File: config.mk
export PLATFORM = sky130hd
export DESIGN_NAME = phase_err_counter
export DESIGN_NICKNAME = d
export VERILOG_FILES = /design/src/rtl/pec_pkg.sv /design/src/rtl/pec_win_div.sv /design/src/rtl/pec_fine_timer.sv /design/src/rtl/pec_unwrap.sv /design/src/rtl/phase_err_counter.sv
export SDC_FILE = /design/constraint.sdc
export NUM_CORES = 1
export LEC_CHECK = 0
export CORE_MARGIN = 1
export CORE_UTILIZATION = 35
export DETAILED_ROUTE_END_ITERATION = 12
export DONT_BUFFER_PORTS = 1
export GPL_TIMING_DRIVEN = 0
export MAX_ROUTING_LAYER = met4
export SLEW_MARGIN = 25
export SYNTH_ARGS = -nofsm -noshare
export SYNTH_HDL_FRONTEND = slang
export SYNTH_HIERARCHICAL = 1
export SYNTH_SLANG_ARGS = --single-unit
File: constraint.sdc
create_clock -name clk -period 10.75 [get_ports clk]
set_clock_uncertainty 0.05 [all_clocks]
set_input_delay 1.075 -clock clk [delete_from_list [all_inputs] [get_ports clk]]
set_output_delay 1.075 -clock clk [all_outputs]
set_load 0.05 [all_outputs]
File: src/rtl/pec_pkg.sv
package pec_pkg;

  // Kind of window crossing seen between two successive fine samples.
  typedef enum logic [1:0] {
    WRAP_NONE   = 2'd0,
    WRAP_CARRY  = 2'd1,
    WRAP_BORROW = 2'd2
  } wrap_e;

endpackage

File: src/rtl/pec_win_div.sv
// Picks every EDGES-th edge pulse as a window boundary.
module pec_win_div #(
  parameter int unsigned EDGES = 8
) (
  input  logic clk,
  input  logic rst_n,
  input  logic zero_i,
  input  logic edge_i,
  output logic win_o
);

  if (EDGES <= 1) begin : g_pass
    assign win_o = edge_i && !zero_i;
  end else begin : g_cnt
    localparam int unsigned CNT_W = $clog2(EDGES);
    localparam logic [CNT_W-1:0] LAST = CNT_W'(EDGES - 1);

    logic [CNT_W-1:0] cnt_q;

    always_ff @(posedge clk or negedge rst_n) begin
      if (!rst_n) begin
        cnt_q <= '0;
      end else if (zero_i) begin
        cnt_q <= '0;
      end else if (edge_i) begin
        cnt_q <= (cnt_q == LAST) ? '0 : cnt_q + 1'b1;
      end
    end

    assign win_o = edge_i && !zero_i && (cnt_q == LAST);
  end

endmodule

File: src/rtl/pec_fine_timer.sv
// Timebase restarted by reference windows and sampled by monitored windows.
module pec_fine_timer #(
  parameter int unsigned FINE_W = 14
) (
  input  logic              clk,
  input  logic              rst_n,
  input  logic              zero_i,
  input  logic              ref_win_i,
  output logic [FINE_W-1:0] fine_smp_o
);

  logic [FINE_W-1:0] tb_q;

  always_ff @(posedge clk or negedge rst_n) begin
    if (!rst_n) begin
      tb_q <= '0;
    end else if (zero_i || ref_win_i) begin
      tb_q <= '0;
    end else begin
      tb_q <= tb_q + 1'b1;
    end
  end

  // A monitored boundary takes the value held before this edge's update.
  assign fine_smp_o = tb_q;

endmodule

File: src/rtl/pec_unwrap.sv
// Fine phase register plus signed window counter with carry, borrow and clamp.
module pec_unwrap
  import pec_pkg::*;
#(
  parameter int unsigned FINE_W   = 14,
  parameter int unsigned COARSE_W = 8
) (
  input  logic                       clk,
  input  logic                       rst_n,
  input  logic                       zero_i,
  input  logic                       smp_i,
  input  logic [FINE_W-1:0]          fine_new_i,
  output logic [FINE_W-1:0]          fine_o,
  output logic signed [COARSE_W-1:0] coarse_o,
  output logic                       ovf_o
);

  localparam logic signed [COARSE_W:0] C_MAX = (COARSE_W+1)'((1 << (COARSE_W - 1)) - 1);
  localparam logic signed [COARSE_W:0] C_MIN = ~C_MAX;
  localparam logic signed [COARSE_W:0] C_ONE = (COARSE_W+1)'(1);

  // Classify the step between the old and new fine samples by modular distance.
  function automatic wrap_e classify(input logic [FINE_W-1:0] nf, input logic [FINE_W-1:0] of);
    logic [FINE_W-1:0] d;
    d = nf - of;
    if (!d[FINE_W-1] && (d != '0) && (nf < of)) return WRAP_CARRY;
    if (d[FINE_W-1] && (nf > of)) return WRAP_BORROW;
    return WRAP_NONE;
  endfunction

  // Window count after the crossing, one bit wider to expose range escapes.
  function automatic logic signed [COARSE_W:0] step_count(input logic signed [COARSE_W-1:0] c,
                                                          input wrap_e k);
    logic signed [COARSE_W:0] e;
    e = {c[COARSE_W-1], c};
    case (k)
      WRAP_CARRY:  return e + C_ONE;
      WRAP_BORROW: return e - C_ONE;
      default:     return e;
    endcase
  endfunction

  logic [FINE_W-1:0]          fine_q;
  logic signed [COARSE_W-1:0] coarse_q;
  logic                       ovf_q;

  wrap_e                      wrap_k;
  logic signed [COARSE_W:0]   c_next;
  logic                       sat_hi;
  logic                       sat_lo;

  assign wrap_k = classify(fine_new_i, fine_q);
  assign c_next = step_count(coarse_q, wrap_k);
  assign sat_hi = (c_next > C_MAX);
  assign sat_lo = (c_next < C_MIN);

  always_ff @(posedge clk or negedge rst_n) begin
    if (!rst_n) begin
      fine_q   <= '0;
      coarse_q <= '0;
      ovf_q    <= 1'b0;
    end else if (zero_i) begin
      fine_q   <= '0;
      coarse_q <= '0;
      ovf_q    <= 1'b0;
    end else if (smp_i) begin
      fine_q <= fine_new_i;
      if (sat_hi) begin
        coarse_q <= C_MAX[COARSE_W-1:0];
        ovf_q    <= 1'b1;
      end else if (sat_lo) begin
        coarse_q <= C_MIN[COARSE_W-1:0];
        ovf_q    <= 1'b1;
      end else begin
        coarse_q <= c_next[COARSE_W-1:0];
      end
    end
  end

  assign fine_o   = fine_q;
  assign coarse_o = coarse_q;
  assign ovf_o    = ovf_q;

  AST_CARRY_STEP: assert property (@(posedge clk) disable iff (!rst_n)
    smp_i && !zero_i && (wrap_k == WRAP_CARRY) && !sat_hi
    |=> (coarse_q - $past(coarse_q)) == COARSE_W'(1));

  AST_BORROW_STEP: assert property (@(posedge clk) disable iff (!rst_n)
    smp_i && !zero_i && (wrap_k == WRAP_BORROW) && !sat_lo
    |=> ($past(coarse_q) - coarse_q) == COARSE_W'(1));

  AST_SAT_HIGH: assert property (@(posedge clk) disable iff (!rst_n)
    smp_i && !zero_i && sat_hi |=> ovf_q && (coarse_q == C_MAX[COARSE_W-1:0]));

  AST_SAT_LOW: assert property (@(posedge clk) disable iff (!rst_n)
    smp_i && !zero_i && sat_lo |=> ovf_q && (coarse_q == C_MIN[COARSE_W-1:0]));

  AST_OVF_STICKY: assert property (@(posedge clk) disable iff (!rst_n)
    ovf_q && !zero_i |=> ovf_q);

  AST_CLEAR_ZERO: assert property (@(posedge clk) disable iff (!rst_n)
    zero_i |=> (coarse_q == '0) && (fine_q == '0) && !ovf_q);

endmodule

File: src/rtl/phase_err_counter.sv
// Extended-range phase error counter: dividers, fine timebase, window unwrap, output stage.
module phase_err_counter #(
  parameter int unsigned FINE_W        = 14,
  parameter int unsigned COARSE_W      = 8,
  parameter int unsigned EDGES_PER_WIN = 8
) (
  input  logic                         clk,
  input  logic                         rst_n,
  input  logic                         zero_i,
  input  logic                         ref_edge_i,
  input  logic                         mon_edge_i,
  input  logic                         tick_i,
  output logic [FINE_W+COARSE_W-1:0]   phase_o,
  output logic                         phase_vld_o,
  output logic                         range_ovf_o
);

  localparam int unsigned PW = FINE_W + COARSE_W;

  logic                       ref_win;
  logic                       mon_win;
  logic [FINE_W-1:0]          fine_smp;
  logic [FINE_W-1:0]          fine_cur;
  logic signed [COARSE_W-1:0] coarse_cur;
  logic                       ovf_cur;

  pec_win_div #(.EDGES(EDGES_PER_WIN)) u_ref_div (
    .clk(clk), .rst_n(rst_n), .zero_i(zero_i), .edge_i(ref_edge_i), .win_o(ref_win)
  );

  pec_win_div #(.EDGES(EDGES_PER_WIN)) u_mon_div (
    .clk(clk), .rst_n(rst_n), .zero_i(zero_i), .edge_i(mon_edge_i), .win_o(mon_win)
  );

  pec_fine_timer #(.FINE_W(FINE_W)) u_timer (
    .clk(clk), .rst_n(rst_n), .zero_i(zero_i), .ref_win_i(ref_win), .fine_smp_o(fine_smp)
  );

  pec_unwrap #(.FINE_W(FINE_W), .COARSE_W(COARSE_W)) u_unwrap (
    .clk(clk), .rst_n(rst_n), .zero_i(zero_i), .smp_i(mon_win),
    .fine_new_i(fine_smp), .fine_o(fine_cur), .coarse_o(coarse_cur), .ovf_o(ovf_cur)
  );

  always_ff @(posedge clk or negedge rst_n) begin
    if (!rst_n) begin
      phase_o     <= '0;
      phase_vld_o <= 1'b0;
    end else if (zero_i) begin
      phase_o     <= '0;
      phase_vld_o <= 1'b0;
    end else begin
      phase_vld_o <= tick_i;
      if (tick_i) begin
        phase_o <= PW'({coarse_cur, fine_cur});
      end
    end
  end

  assign range_ovf_o = ovf_cur;

  AST_VALID_AFTER_TICK: assert property (@(posedge clk) disable iff (!rst_n)
    tick_i && !zero_i |=> phase_vld_o);

  AST_NO_VALID_WITHOUT_TICK: assert property (@(posedge clk) disable iff (!rst_n)
    !tick_i |=> !phase_vld_o);

  AST_HOLD_BETWEEN_TICKS: assert property (@(posedge clk) disable iff (!rst_n)
    !tick_i && !zero_i |=> $stable(phase_o));

endmodule

==> flow_summary.json, run 1 <==
{
  "synth_area_leader_cell": "dfrtp_1",
  "cts-resized-gates": 0,
  "total_power_mw": 0.590,
  "met1_usage_pct": 20.9,
  "rsz0062_at_grt": "false",
  "via_per_inst": 5.26,
  "synth_cell_types": 66,
  "fin_ws_ns": 5.81,
  "wire_per_inst_um": 15.1,
  "cts_buffer_depth": 2,
  "h-tree-depth": 3,
  "crit_path_start_kind": "flip-flop",
  "nets": 507,
  "core_area_um2": 12200,
  "ys_warn_count": 6,
  "rows": 40,
  "post_synth.cell_area_avg_um2": 9.55,
  "slowest_delay_ns": 0.48,
  "die_area_um2": 13000,
  "irDropWorstVdd_v": 0.0000828,
  "period_share_pct": 45.9,
  "slew_headroom_pct": 48.2,
  "yosysTopAreaCellShare_pct": 37.5,
  "io_buffers": 0,
  "drv_cap": 0,
  "final_common_cell": "nor2_1",
  "ant_nets": 0,
  "dp_hpwl_mm": 7.34,
  "post-route-drc-count": 0,
  "grt_pass1_vias": 3382,
  "synth_area_leaders": "dfrtp_1 38%, mux2i_1 9.5%, ha_1 7.7%",
  "cts.sinks": 66,
  "drt_iter0_drc": 136,
  "p_leak_nw": 2.31,
  "final_cell_mix": "73 x nor2_1, 66 x dfrtp_1, 42 x mux2i_1, 31 x inv_1, 27 x ha_1",
  "drive_gt1_share_pct": 8.40,
  "synth_seq_cells": 66,
  "die_x_um": 114,
  "synth-edff-count": 0,
  "grt_max_degree": 67,
  "ios": 30,
  "cts_setup_buffers": 0,
  "finalMaxSlewViolations": 0,
  "tritoncts": "done",
  "ctsHoldBuffers": 0,
  "crit_slowest_cell": "dfrtp_1",
  "grt-ovfl-total": 0,
  "cp_cell_sequence": "inv_1 > ha_1 > fa_1 > nand2b_1 > a21o_1 > a21oi_2 > o211ai_2 > a2111oi_2 > or2_1 > buf_6 > ha_1 > a21oi_1 > o21ai_0 > o211a_1 > o21ai_1 > mux2i_1 > o21ai_0 > o211ai_1 > a21oi_1",
  "gp_congestion": 0.826,
  "ys_seq_area_share_pct": 37.5,
  "grt_use_met3_pct": 4.45,
  "worstSetupPathType": "reg -> reg",
  "outcome": "completed",
  "synth-async-reset-ratio_pct": 100,
  "grt_antenna_before_repair": 0,
  "fin_setup_tns_ns": 0,
  "synth.cell_area_um2": 4400,
  "hp-class": "in -> async",
  "met2_usage_pct": 26.7,
  "die_h_um": 114,
  "utilization_pct": 40.2,
  "period_needed_ns": 4.94,
  "dr.pass1.iters": 5,
  "fillCellCount": 1215,
  "clock_latency_ns": 0.33,
  "setup_viol": 0,
  "synthFlopType": "dfrtp_1",
  "critical_path.max_fanout": 14,
  "start_util_pct": 36.2,
  "stdcell_area_um2": 4890,
  "grt_pass1_wl_mm": 16.7,
  "clkSlewWorstSetupHoldPaths_ns": 0.05,
  "tightest_slew_ns": 0.769,
  "endpoint_kind": "flip-flop",
  "arrival_ns": 5.07,
  "syn-num-nets": 496,
  "cts-buffers-inserted": 9,
  "diodes": 0,
  "hold_viol_final": 0,
  "syn2layout_area_growth_pct": 11.0,
  "wl_mm": 9.73,
  "power_density_nw_per_um2": 121,
  "track_usage_pct": 16.8,
  "worstPathRequired_ns": 10.88,
  "vias": 3387,
  "placed_cell_area_um2": 4610,
  "max_freq_mhz": 203,
  "postSynthCellCount": 461,
  "cts_root_buf": "clkbuf_16",
  "busiest_layer": "met2",
  "dp_slack_ns": 5.83
}
[worst paths after layout]
| kind | startpoint | slack, ns | cells past startpoint | endpoint |
|---|---|---|---|---|
| hold reg to reg | u_ref_div/g_cnt.cnt_q[2] | 0.48 | 2 | u_ref_div/g_cnt.cnt_q[2] |
| min in group clk | u_ref_div/g_cnt.cnt_q[2] | 0.48 | 2 | u_ref_div/g_cnt.cnt_q[2] |
| setup reg to reg | u_timer/fine_smp_o[0] | 5.81 | 19 | u_unwrap/coarse_o[2] |
| setup / recovery | u_timer/fine_smp_o[0] | 5.81 | 19 | u_unwrap/coarse_o[2] |
| max in group asynchronous | rst_n | 10.13 | 0 | u_unwrap/fine_o[11] |
| hold / removal | rst_n | 0.39 | 0 | phase_o[4] |
[kinds of logic after synthesis]
group / share of synthesized area [%]
xor gates and xnor gates: 3.78
DFF: 37.5
muxes: 10.4
adders and majority gates: 8.58
buffers and inverters: 5.37
and+or+nand+nor: 17.9
AOI/OAI and AO/OA: 16.4
[sequential cells by signal, indices dropped and copies added, names as in the netlist]
signal	cells
phase_o	22
phase_vld_o	1
u_mon_div/g_cnt.cnt_q	3
u_ref_div/g_cnt.cnt_q	3
u_timer/fine_smp_o	14
u_unwrap/coarse_o	8
u_unwrap/fine_o	14
u_unwrap/ovf_o	1
[area by class of cell]
cell class | instances | area (µm²) | area share [%]
clock inverters | 2 | 12.5 | 0.256
inverters | 31 | 116 | 2.38
multi-input cells | 347 | 2520 | 51.5
well taps | 168 | 210 | 4.30
flip-flops and latches | 66 | 1650 | 33.8
plain buffers | 17 | 120 | 2.46
clock buffers | 13 | 260 | 5.33
[through the flow]
stage / std cells / hold slack [ns]
2_1_floorplan: 461 / 0.440
5_1_grt: 644 / 0.370
3_5_place_dp: 629 / 0.473
6_report: 644 / 0.394
3_3_place_gp: 629 / 0.459
4_1_cts: 644 / 0.376
[worst max-delay path, delay by kind of cell (launching register included)]
family	cells	cell delay (ns)
AOI/OAI and AO/OA	11	2.33
adders and majority gates	3	0.89
buffers and inverters	2	0.25
DFF	1	0.48
muxes	1	0.42
and+or+nand+nor	2	0.36
[power breakdown]
group          switching [mW]  internal [mW]  leakage, nW
Sequential            0.00398          0.251        0.916
Combinational          0.0390         0.0296         1.26
Clock                  0.0991          0.167        0.132
Total                   0.142          0.447         2.31
[metal layers]
metal  vias to the layer above  share of wire (%)
met1                      1635                 47
met5                         -                  0
met2                        85                 47
met4                         0               0.75
li1                       1658                  -
met3                         9                5.0
[cells in the mapped netlist (2+ instances only)]
cell type  instances
mux2i_1           42
nor4_1             2
ha_1              27
buf_2              4
dfrtp_1           66
o211a_1            4
a211oi_1           3
nand2_1           22
nor4_4             2
o211ai_2           2
nand4_1            4
a21o_1             4
nand3b_1           3
nand2b_1           9
nor2b_1            6
a211o_1            2
nor3_1             5
and4_1             2
buf_12             2
clkbuf_1           7
nand3_1           10
o211ai_1          12
or2_1              2
o21ai_0           17
xor2_1             9
fa_1               2
o2bb2ai_1          2
xnor2_1           10
a2bb2oi_1          2
buf_6              2
or3_1              3
o22ai_1            2
nor2_1            73
a21oi_2            4
o2111ai_1          4
a21oi_1           22
inv_1             31
o21bai_1           3
or4_1              2
o21ai_1            3
or3b_1             3
Power figures use the tool's default switching activity.
==> inputs of run 2 (changes only) <==
==> constraint.sdc (replaced) <==
create_clock -name clk -period 4.6 [get_ports clk]
set_clock_uncertainty 0.05 [all_clocks]
set_input_delay 0.46 -clock clk [delete_from_list [all_inputs] [get_ports clk]]
set_output_delay 0.46 -clock clk [all_outputs]
set_load 0.05 [all_outputs]
==> run 2 against run 1 <==
- via count rose by 0.77%
- clock power rose by 130%
- worst hold slack got worse by 0.25 ns
- sequential share of layout area fell by 1.1 points
- critical path depth fell by 2
- register-to-register slack got worse by 5.6 ns
- global-route usage rose by 0.21 points
==> flow_summary.json, run 2 (synthesis gave the netlist of run 1 again) <==
{
  "outcome": "completed",
  "crit_path_start_kind": "flip-flop",
  "rows": 40,
  "wire_per_inst_um": 15.3,
  "cts-buffers-inserted": 9,
  "syn2layout_area_growth_pct": 14.8,
  "h-tree-depth": 3,
  "grt-ovfl-total": 0,
  "cts_root_buf": "clkbuf_16",
  "drive_gt1_share_pct": 11.4,
  "endpoint_kind": "flip-flop",
  "worstPathRequired_ns": 4.75,
  "start_util_pct": 36.2,
  "grt_antenna_before_repair": 0,
  "worstSetupPathType": "reg -> reg",
  "holdWs_ns": 0.141,
  "critical_path.max_fanout": 12,
  "period_needed_ns": 4.39,
  "vias": 3413,
  "track_usage_pct": 17.0,
  "p_leak_nw": 2.36,
  "cp_cell_sequence": "ha_1 > fa_1 > nand2b_1 > a21o_4 > a21oi_4 > o211ai_2 > a2111oi_4 > or2_1 > buf_6 > ha_1 > a21o_1 > a21oi_2 > o21bai_1 > a211o_1 > a211o_1 > o211a_1 > o311a_1",
  "clock_latency_ns": 0.32,
  "cts.sinks": 66,
  "hold_end": "u_ref_div/g_cnt.cnt_q[0]",
  "clkSlewWorstSetupHoldPaths_ns": 0.05,
  "cts_buffer_depth": 2,
  "drv_cap": 0,
  "tritoncts": "done",
  "dr.pass1.iters": 4,
  "max_freq_mhz": 228,
  "power_density_nw_per_um2": 278,
  "irDropWorstVdd_v": 0.000193,
  "top_register": "phase_o",
  "r2r_cells": 17,
  "worstReg2RegStart": "u_unwrap/fine_o[0]",
  "total_power_mw": 1.41,
  "period_share_pct": 95.5,
  "setup_viol": 0,
  "finalMaxSlewViolations": 0,
  "fin_cells": 651,
  "hold_viol_final": 0,
  "grt_pass1_vias": 3433,
  "final_common_cell": "nor2_1",
  "nets": 514,
  "crit_slowest_cell": "dfrtp_1",
  "final_cell_mix": "73 x nor2_1, 64 x dfrtp_1, 41 x mux2i_1, 31 x inv_1, 27 x ha_1",
  "whs_path_depth": 1,
  "grt_pass1_wl_mm": 16.9,
  "largest_reg_flops": 22,
  "fin_setup_tns_ns": 0,
  "die_area_um2": 13000,
  "dp_hpwl_mm": 7.34,
  "grt_max_degree": 67,
  "slowest_delay_ns": 0.41,
  "hp-start": "zero_i",
  "io_buffers": 0,
  "gp_congestion": 0.826,
  "die_h_um": 114,
  "dp.cells": 629,
  "arrival_ns": 4.55,
  "wl_mm": 9.93,
  "die_x_um": 114,
  "post-route-drc-count": 0,
  "hp-class": "in -> reg",
  "diodes": 0,
  "ios": 30,
  "tightest_slew_ns": 0.853,
  "reg2reg_slack_ns": 0.21,
  "r2r-end": "u_unwrap/coarse_o[6]",
  "drt_iter0_drc": 144,
  "slew_headroom_pct": 42.5,
  "via_per_inst": 5.24,
  "ant_nets": 0,
  "core_area_um2": 12200
}
run 2: cell count changes in the layout (fill, tap and decap cells not counted), sizes merged:
cell | before | now
clkbuf | 20 | 19
dlygate4sd3 | 0 | 1
buf | 10 | 17
run 2: per-layer routing:
metal	vias to the layer above	share of wire, %	global-route usage, %
li1	1672	-	-
met1	1638	47	21.0
met2	94	47	27.1
met3	9	5.0	4.55
met4	0	0.83	5.19
met5	-	0	-
run 2: area by class of cell:
type                            instances  area, µm²
Clock buffer                           13        260
Buffer                                 16        116
Inverter                               31        116
Fill cell                            1197       7110
Timing Repair Buffer                    8       95.1
Multi-Input combinational cell        347       2590
Tap cell                              168        210
Sequential cell                        66       1650
Clock inverter                          2       12.5
run 2: power breakdown:
group / internal, mW / switching (mW)
registers: 0.587 / 0.00816
clock network: 0.390 / 0.232
logic: 0.0805 / 0.109
run 2: per-stage QoR:
step / worst slack [ns] / util, % / cell area, µm²
floorplan: 0.311 / - / 4400
finish: 0.208 / 41.6 / 5050
detailed placement: -0.324 / 37.9 / 4610
CTS: 0.00622 / 40.8 / 4960
global route: -0.00485 / 41.6 / 5050
global placement: -0.232 / 37.9 / 4610
run 2: worst max-delay path: cells and delay by family, from the launching register on:
family	cells	cell delay, ns
compound gates	11	2.38
buf+inv	1	0.15
flops	1	0.41
simple gates	2	0.37
fa+ha+maj	3	0.91
run 2: how the worst max path moves through the flow:
stage / to / slack [ns] / from
2_1_floorplan: u_unwrap/coarse_o[6] / 0.31 / u_timer/fine_smp_o[0]
3_3_place_gp: u_unwrap/coarse_o[2] / -0.23 / u_timer/fine_smp_o[0]
3_5_place_dp: u_unwrap/coarse_o[2] / -0.32 / u_timer/fine_smp_o[0]
4_1_cts: u_unwrap/coarse_o[6] / 0.006 / u_timer/fine_smp_o[1]
5_1_grt: u_unwrap/coarse_o[6] / -0.005 / u_timer/fine_smp_o[4]
6_report: u_unwrap/coarse_o[6] / 0.21 / u_unwrap/fine_o[0]
run 2: what timing repair did:
action	in CTS	in global routing
setup endpoints to repair	7	8
endpoints found under the hold margin	66	0
pin swaps	0	3
gates resized for setup	6	7
hold buffers	2	0
gates cloned	0	0
setup buffers	1	5
